[config.mk]
export PLATFORM = sky130hd
export DESIGN_NAME = imul_trap
export DESIGN_NICKNAME = d
export VERILOG_FILES = /design/src/rtl/imul_pkg.sv /design/src/rtl/imul_step.sv /design/src/rtl/imul_finish.sv /design/src/rtl/imul_trap.sv
export SDC_FILE = /design/constraint.sdc
export NUM_CORES = 1
export LEC_CHECK = 0
export BUFFER_PORTS_ARGS = -buffer_cell sky130_fd_sc_hd__buf_2
export CAP_MARGIN = 5
export CORE_MARGIN = 8
export CORE_UTILIZATION = 50
export CTS_CLUSTER_SIZE = 25
export DETAILED_ROUTE_END_ITERATION = 16
export GPL_ROUTABILITY_DRIVEN = 0
export PLACE_DENSITY_LB_ADDON = 0.25
export SYNTH_ARGS = -nofsm -noshare
export SYNTH_HDL_FRONTEND = slang
export SYNTH_SLANG_ARGS = --single-unit
[constraint.sdc]
create_clock -name clk -period 7.6 [get_ports clk]
set_clock_uncertainty 0.15 [all_clocks]
set_input_delay 1.52 -clock clk [delete_from_list [all_inputs] [get_ports clk]]
set_output_delay 1.52 -clock clk [all_outputs]
set_load 0.01 [all_outputs]
[src/rtl/imul_pkg.sv]
package imul_pkg;

    localparam int unsigned FN_W = 7;

    localparam logic [FN_W-1:0] FN_MUL32  = 7'h00;
    localparam logic [FN_W-1:0] FN_MULLO  = 7'h20;
    localparam logic [FN_W-1:0] FN_MULHU  = 7'h30;
    localparam logic [FN_W-1:0] FN_MUL32V = 7'h40;
    localparam logic [FN_W-1:0] FN_MULV   = 7'h60;

    typedef enum logic [1:0] {
        ST_IDLE = 2'd0,
        ST_RUN  = 2'd1,
        ST_FIN  = 2'd2
    } imul_state_e;

    function automatic logic fn_is_legal(input logic [FN_W-1:0] f);
        return (f == FN_MUL32) || (f == FN_MULLO) || (f == FN_MULHU) ||
               (f == FN_MUL32V) || (f == FN_MULV);
    endfunction

    function automatic logic fn_is_narrow(input logic [FN_W-1:0] f);
        return (f == FN_MUL32) || (f == FN_MUL32V);
    endfunction

endpackage

[src/rtl/imul_step.sv]
// One iteration of the unsigned shift-add engine: retires STEP_BITS
// multiplier bits from the bottom of the product register.
module imul_step #(
    parameter int unsigned XLEN      = 64,
    parameter int unsigned STEP_BITS = 2
) (
    input  logic [2*XLEN-1:0] prod_i,
    input  logic [XLEN-1:0]   mcand_i,
    output logic [2*XLEN-1:0] prod_o
);
    localparam int unsigned AW = XLEN + STEP_BITS;

    logic [STEP_BITS-1:0] digit;
    logic [AW-1:0]        mcand_ext;
    logic [AW-1:0]        pp [STEP_BITS];
    logic [AW-1:0]        acc;

    assign digit     = prod_i[STEP_BITS-1:0];
    assign mcand_ext = {{STEP_BITS{1'b0}}, mcand_i};

    genvar gi;
    generate
        for (gi = 0; gi < STEP_BITS; gi++) begin : g_pp
            assign pp[gi] = digit[gi] ? (mcand_ext << gi) : '0;
        end
    endgenerate

    always_comb begin
        acc = {{STEP_BITS{1'b0}}, prod_i[2*XLEN-1:XLEN]};
        for (int i = 0; i < STEP_BITS; i++) begin
            acc = acc + pp[i];
        end
    end

    assign prod_o = {acc, prod_i[XLEN-1:STEP_BITS]};

endmodule

[src/rtl/imul_finish.sv]
// Result selection and overflow detection from the finished unsigned product.
module imul_finish
    import imul_pkg::*;
#(
    parameter int unsigned XLEN = 64
) (
    input  logic [FN_W-1:0]   fn_i,
    input  logic [2*XLEN-1:0] prod_i,
    input  logic [XLEN-1:0]   a_i,
    input  logic [XLEN-1:0]   b_i,
    output logic [XLEN-1:0]   result_o,
    output logic              ovf_o
);
    localparam int unsigned HALF = XLEN / 2;

    logic [XLEN-1:0] lo, hi_u, hi_s, lo_narrow;
    logic [HALF:0]   narrow_top;
    logic            narrow_ovf, wide_ovf;

    assign lo   = prod_i[XLEN-1:0];
    assign hi_u = prod_i[2*XLEN-1:XLEN];

    // signed upper half = unsigned upper half minus each operand whose partner is negative
    assign hi_s = hi_u - (a_i[XLEN-1] ? b_i : '0) - (b_i[XLEN-1] ? a_i : '0);

    assign lo_narrow  = {{HALF{lo[HALF-1]}}, lo[HALF-1:0]};
    assign narrow_top = lo[XLEN-1:HALF-1];
    assign narrow_ovf = !((narrow_top == '0) || (narrow_top == '1));
    assign wide_ovf   = !(((hi_s == '0) && !lo[XLEN-1]) || ((hi_s == '1) && lo[XLEN-1]));

    always_comb begin
        result_o = lo;
        ovf_o    = 1'b0;
        case (fn_i)
            FN_MUL32:  result_o = lo_narrow;
            FN_MULHU:  result_o = hi_u;
            FN_MUL32V: begin
                result_o = lo_narrow;
                ovf_o    = narrow_ovf;
            end
            FN_MULV:   ovf_o = wide_ovf;
            default:   result_o = lo;
        endcase
    end

endmodule

[src/rtl/imul_trap.sv]
module imul_trap
    import imul_pkg::*;
#(
    parameter int unsigned XLEN      = 64,
    parameter int unsigned STEP_BITS = 2
) (
    input  logic            clk,
    input  logic            rst_n,
    input  logic            start,
    input  logic [6:0]      func,
    input  logic [XLEN-1:0] op_a,
    input  logic [XLEN-1:0] op_b,
    output logic            busy,
    output logic            done,
    output logic [XLEN-1:0] result,
    output logic            ovf,
    output logic            illegal
);
    localparam int unsigned HALF  = XLEN / 2;
    localparam int unsigned STEPS = XLEN / STEP_BITS;
    localparam int unsigned CNT_W = $clog2(STEPS) + 1;
    localparam int unsigned PW    = 2 * XLEN;

    typedef struct packed {
        imul_state_e       st;
        logic [CNT_W-1:0]  cnt;
        logic [FN_W-1:0]   fn;
        logic [PW-1:0]     prod;
        logic [XLEN-1:0]   mcand;
        logic [XLEN-1:0]   bsave;
        logic [XLEN-1:0]   res;
        logic              flg_ovf;
        logic              flg_ill;
        logic              pulse;
    } imul_regs_t;

    imul_regs_t r_d, r_q;

    logic [PW-1:0]   step_prod;
    logic [XLEN-1:0] fin_res;
    logic            fin_ovf;
    logic [XLEN-1:0] a_eff, b_eff;

    imul_step #(.XLEN(XLEN), .STEP_BITS(STEP_BITS)) u_step (
        .prod_i  (r_q.prod),
        .mcand_i (r_q.mcand),
        .prod_o  (step_prod)
    );

    imul_finish #(.XLEN(XLEN)) u_finish (
        .fn_i     (r_q.fn),
        .prod_i   (r_q.prod),
        .a_i      (r_q.mcand),
        .b_i      (r_q.bsave),
        .result_o (fin_res),
        .ovf_o    (fin_ovf)
    );

    always_comb begin
        if (fn_is_narrow(func)) begin
            a_eff = {{HALF{op_a[HALF-1]}}, op_a[HALF-1:0]};
            b_eff = {{HALF{op_b[HALF-1]}}, op_b[HALF-1:0]};
        end else begin
            a_eff = op_a;
            b_eff = op_b;
        end
    end

    always_comb begin
        r_d       = r_q;
        r_d.pulse = 1'b0;
        case (r_q.st)
            ST_IDLE: begin
                if (start) begin
                    if (fn_is_legal(func)) begin
                        r_d.st    = ST_RUN;
                        r_d.cnt   = '0;
                        r_d.fn    = func;
                        r_d.prod  = {{XLEN{1'b0}}, b_eff};
                        r_d.mcand = a_eff;
                        r_d.bsave = b_eff;
                    end else begin
                        r_d.res     = '0;
                        r_d.flg_ovf = 1'b0;
                        r_d.flg_ill = 1'b1;
                        r_d.pulse   = 1'b1;
                    end
                end
            end
            ST_RUN: begin
                r_d.prod = step_prod;
                r_d.cnt  = r_q.cnt + 1'b1;
                if (r_q.cnt == CNT_W'(STEPS - 1)) begin
                    r_d.st = ST_FIN;
                end
            end
            ST_FIN: begin
                r_d.res     = fin_res;
                r_d.flg_ovf = fin_ovf;
                r_d.flg_ill = 1'b0;
                r_d.pulse   = 1'b1;
                r_d.st      = ST_IDLE;
            end
            default: r_d.st = ST_IDLE;
        endcase
    end

    always_ff @(posedge clk) begin
        if (!rst_n) begin
            r_q <= '0;
        end else begin
            r_q <= r_d;
        end
    end

    assign busy    = (r_q.st != ST_IDLE);
    assign done    = r_q.pulse;
    assign result  = r_q.res;
    assign ovf     = r_q.flg_ovf;
    assign illegal = r_q.flg_ill;

endmodule

# Yosys cells after proc, flatten, opt, wreduce, memory -nomap -nowiden
# Index checks and enable logic that the tools add are counted.
[op_classes]
muxes = 16
addsub = 5
n_reduce_logical = 25
n_eq_ne = 16
[op_table]
columns = ["op", "count"]
rows = [
  ["$mux 338", 1],
  ["$mux 64", 5],
  ["$mux 271", 1],
  ["$pmux 128 s2", 1],
  ["$pmux 67 s2", 1],
  ["$pmux 64 s2", 1],
  ["$sub 64x64->64", 2],
  ["$mux 67", 1],
  ["$add 64x66->66", 1],
  ["$add 66x65->66", 1],
  ["$mux 65", 1],
  ["$eq 64x64->1 const B", 1],
  ["$logic_not 64->1", 1],
  ["$eq 33x33->1 const B", 1],
  ["$logic_not 33->1", 1],
  ["$eq 7x7->1 const B", 4],
  ["$eq 7x6->1 const B", 3],
  ["$logic_not 7->1", 2],
  ["$pmux 6 s2", 1],
  ["$reduce_and 3->1", 4],
  ["$ne 2x2->1 const B", 4],
  ["$logic_or 1x1->1", 7],
  ["$add 6x1->6 const B", 1],
  ["$eq 6x5->1 const B", 1],
  ["other kinds (10)", 15],
]
[totals]
output_inout_bits = 68
ff_bits = 338
word_cells = 72
inputBits = 138

# Longest topological paths before layout
[logic_depth]
depth_word = 9
depth_mapped = 20
mapped_depth_nobuf = 18

# Modules after synthesis
# From an unflattened synthesis, not the netlist that was laid out.
[unflattened]
cells_unflattened = 3745
area_unflattened_um2 = 29163.0
[modules_own_cells]
columns = ["module", "cells_per_inst", "instances", "area_each_um2"]
rows = [
  ["imul_trap", 1293, 1, 12223.0],
  ["imul_step", 1355, 1, 9121.2],
  ["imul_finish", 1097, 1, 7818.7],
]

# Least setup slack after synthesis
# Ideal clock, no wire load.
[synth_timing]
path_kind = "register -> register"
from = "register r_q[130] (netlist bit)"
to = "register r_q (netlist bit ovf)"
setup_slack_ns = 2.235
path_stages_with_launch = 21
arrival_time_ns = 5.086
required_time_ns = 7.321
path_buffers = 2
cell_sequence = "dfxtp_1 > clkbuf_1 > clkbuf_1 > nand2_1 > fa_1 > inv_1 > ha_1 > or2_2 > fa_1 > a211o_1 > a221o_1 > a31oi_1 > o22ai_1 > nor3_1 > xnor2_1 > nand3_1 > or4b_1 > nor4_1 > nand4b_1 > nor4_1 > a31oi_1"
[synth_via]
elab_chain_len = 9
[synth_rtl]
columns = ["element", "line_no", "text"]
rows = [
  ["start, declared", "imul_trap.sv:37", "imul_regs_t r_d, r_q;"],
  ["start signal, assigned", "imul_trap.sv:112", "r_q <= r_d;"],
  ["$mux 64", "imul_finish.sv:24", "assign hi_s = hi_u - (a_i[XLEN-1] ? b_i : '0) - (b_i[XLEN-1] ? a_i : '0);"],
  ["$sub 64x64->64", "imul_finish.sv:24", ""],
  ["$sub 64x64->64 (*)", "imul_finish.sv:24", ""],
  ["$eq 64x64->1 / $logic_not 64->1 (equally long branches)", "imul_finish.sv:29", "assign wide_ovf = !(((hi_s == '0) && !lo[XLEN-1]) || ((hi_s == '1) && lo[XLEN-1]));"],
  ["$logic_and 1x1->1", "imul_finish.sv:29", ""],
  ["$logic_or 1x1->1 (*)", "imul_finish.sv:29", ""],
  ["$logic_not 1->1 (*)", "imul_finish.sv:29", ""],
  ["$pmux 1 s2 (*)", "imul_finish.sv:34", "case (fn_i)"],
  ["$pmux 67 s2 (*)", "imul_trap.sv:72", "case (r_q.st)"],
]
# Mark *: on every way between the ends. The rest lies on a longest branch, timed or not.
# A chain may end at the register's enable or synchronous reset.

# Final worst setup path
[layout_timing]
from = "register r_q[196] (netlist bit)"
to = "register r_q[313] (netlist bit)"
[layout_via]
elab_chain_len = 3
[layout_rtl]
columns = ["element", "line_no", "text"]
rows = [
  ["$mux 65", "imul_step.sv:24", "assign pp[gi] = digit[gi] ? (mcand_ext << gi) : '0;"],
  ["$add 66x65->66", "imul_step.sv:31", "acc = acc + pp[i];"],
  ["$pmux 128 s2", "imul_trap.sv:72", ""],
]
# Every way passes these cells.

==> flow_summary.ini <==
[outcome]
run_status = complete, no violations

[yosys]
synth_ff_type = dfxtp_1
synth_edf_count = 0
ys_seq_area_frac = 0.2610
synth.distinct_cells = 77
yosys.area.top_type_share = 0.2610
syn_area_per_cell_um2 = 8.020
ys_seq_elements = 338
syn_inst = 3233
ys_warn_count = 0
asyncSetResetFlopFracSynth = 0
netlist_area_mm2 = 0.02593
synth_area_leaders = dfxtp_1 26%, fa_1 9.8%, nand2_1 8.4%
yosysMostFrequentCell = nand2_1
yosys.area.top_type = dfxtp_1
synth_nets = 3629
synth_common_cells = 582 x nand2_1, 338 x dfxtp_1, 291 x a21oi_1

[finish]
sequential_cell_area_mm2 = 0.006769
nets = 3610
multi_input_area_mm2 = 0.01772
final_area_mm2 = 0.02794
final_cells = 3914
diodes = 0
drive_gt1_frac = 0.09617
fillers = 4817
post-route-util = 0.5446
area_growth_pct = 7.755

[setup_path]
crit_top_cell = a221oi_1
reg2reg_to = r_q[313]
crit_path_end_kind = flip-flop
r2r_start = r_q[196]
crit_type = reg2reg
slowest_delay_ns = 1.08
critPathLaunch = r_q[196]
crit_family = compound AO/OA/AOI/OAI gates
startpoint_type = flip-flop
critPathSlowestCell = dfxtp_1
ff2ff_setup_slack_ns = 1.60
crit_buf_inv = 0
required_ns = 7.93
cp_cell_sequence = and2_1, fa_1, ha_1, a21o_1, a21oi_1, o21a_1, nor2_1, a221oi_1, o31a_1, o211ai_1, a221oi_1, o21ai_1, a2111oi_0, a41oi_1, o21ai_0
path_depth = 15
critPathArrivalTime_ns = 6.33
reg2regPathDepth = 15
worstPathMaxFanout = 33

[floorplanning]
start_util = 0.5054
core-area_mm2 = 0.05130
chipHeight_um = 243.7
die_w_um = 243.7
num_rows = 83
pin_count = 206
die_area_mm2 = 0.05940

[hold_path]
min_delay_path_depth = 2
min_from = r_q[88]
hp-class = reg2reg
min_to = r_q[88]

[sta]
final.min_clock_period_ns = 6.000
rsz0062_at_grt = no
setup_viol = 0
setup_slack_ns = 1.600
fin_crit_sh = 0.7895
worst_pin_slew_ns = 1.278
fmax_ghz = 0.1667
finalMaxSlewViolations = 0
tns_ns = 0
hold_violations = 0
hold-worst-slack_ns = 0.3185
slew_headroom = 0.1482

[routing]
drt_iter0_drc = 2560
firstDrtPassIters = 9
vias_per_cell = 6.150
wl_mm = 77.62
ant_nets = 0
vias = 24070
drc_errors = 0
wl_per_cell_um = 19.83

[pwr]
p_sw_uw = 888.0
comb_power_share = 0.058
clkPwrFrac = 0.479
irDropWorstVdd_uv = 140.9
power_leakage_nw = 12.46
power_mw = 3.877
p_seq_frac = 0.464
swShare = 0.2290
p_per_area_mw_per_mm2 = 138.8
p_int_mw = 2.989

[place]
io_buffers = 205
postPlaceCellArea_mm2 = 0.02672
hpwl_mm = 57.73
place_ws_ns = 1.672
dp.cells = 3855

[global_routing]
antenna_found_initial = 0
grt_pass1_vias = 23220
overflow = 0
grt_use_total = 0.2511
grt_max_degree = 134
grt_pass1_wl_mm = 125.1

[clock_network]
clk_latency_ns = 0.56
worst_setup_hold_path_clk_slew_ns = 0.06
cts_root_buf = clkbuf_16
numCtsBuffers = 37
htree_levels = 2
cts_resized = 0
clock-sinks = 338
cts_setup_buffers = 0
hold_buffers = 0
cts_max_path_buffers = 3
cts_tree = built

[flow_run]
drv_cap = 0
logic make-up (layout without fill, tap and decap cells):
family | count (synthesis) | count (layout) | synth area share
AO/OA/AOI/OAI | 958 | 958 | 0.2510
XOR/XNOR | 109 | 109 | 0.03682
adder cells (fa/ha/maj) | 258 | 258 | 0.1613
buffers and inverters | 329 | 330 | 0.05733
flip-flops | 338 | 338 | 0.2610
multiplexers | 6 | 6 | 0.002365
AND/OR/NAND/NOR | 1235 | 1235 | 0.2302
worst max-delay path by stage:
stage / endpoint
floorplan: ovf
CTS: r_q[313]
finish: r_q[313]
detailed placement: r_q[313]
global route: r_q[313]
global placement: ovf
power groups by stage:
stage	clock network (mW)	registers, mW	logic (mW)
after floorplan	0	1.83	0.140
after global placement	0	1.84	0.216
after detailed placement	0	1.84	0.220
after CTS	1.89	1.80	0.221
after global routing	1.96	1.80	0.242
final	1.86	1.80	0.223
placed cells by master (no fill, tap or decap), drive strengths merged, types with 31 or more instances in the layout:
cell type / Yosys / routed
a21boi: 71 / 71
a21o: 82 / 82
a21oi: 292 / 292
a221oi: 69 / 69
a222oi: 32 / 32
and2: 183 / 183
buf: 83 / 229
clkbuf: 204 / 50
dfxtp: 338 / 338
fa: 127 / 127
ha: 131 / 131
inv: 42 / 43
nand2: 582 / 582
nand3: 31 / 31
nand4: 62 / 62
nor2: 115 / 115
nor2b: 120 / 120
nor3: 34 / 34
o211a: 71 / 71
o21ai: 171 / 171
xnor2: 64 / 64
xor2: 45 / 45
flip-flops by register name (all words and copies together) (netlist names):
name,cells
illegal,1
done,1
ovf,1
result,64
r_q,271
area by class of cell:
| cell class | instances | share of cell area |
|---|---|---|
| clock buffers | 50 | 0.03820 |
| inverters | 42 | 0.005643 |
| well taps | 680 | 0.03045 |
| flip-flops and latches | 338 | 0.2423 |
| multi-input cells | 2566 | 0.6342 |
| repair buffers | 229 | 0.04384 |
| clock inverters | 9 | 0.005329 |
routing by layer:
| layer | up-vias | track usage | part of all wire |
|---|---|---|---|
| met4 | 0 | 0.07431 | 0.027 |
| met1 | 11610 | 0.3302 | 0.44 |
| met3 | 142 | 0.03862 | 0.066 |
| met5 | - | 0 | 0 |
| met2 | 956 | 0.4220 | 0.47 |
| li1 | 11360 | - | - |
worst min-delay path, stage by stage (launching register included):
cell	delay [ns]
dfxtp_1	0.31
nand2_1	0.05
a21boi_0	0.06
No activity file was read; power rests on OpenSTA's default activity.
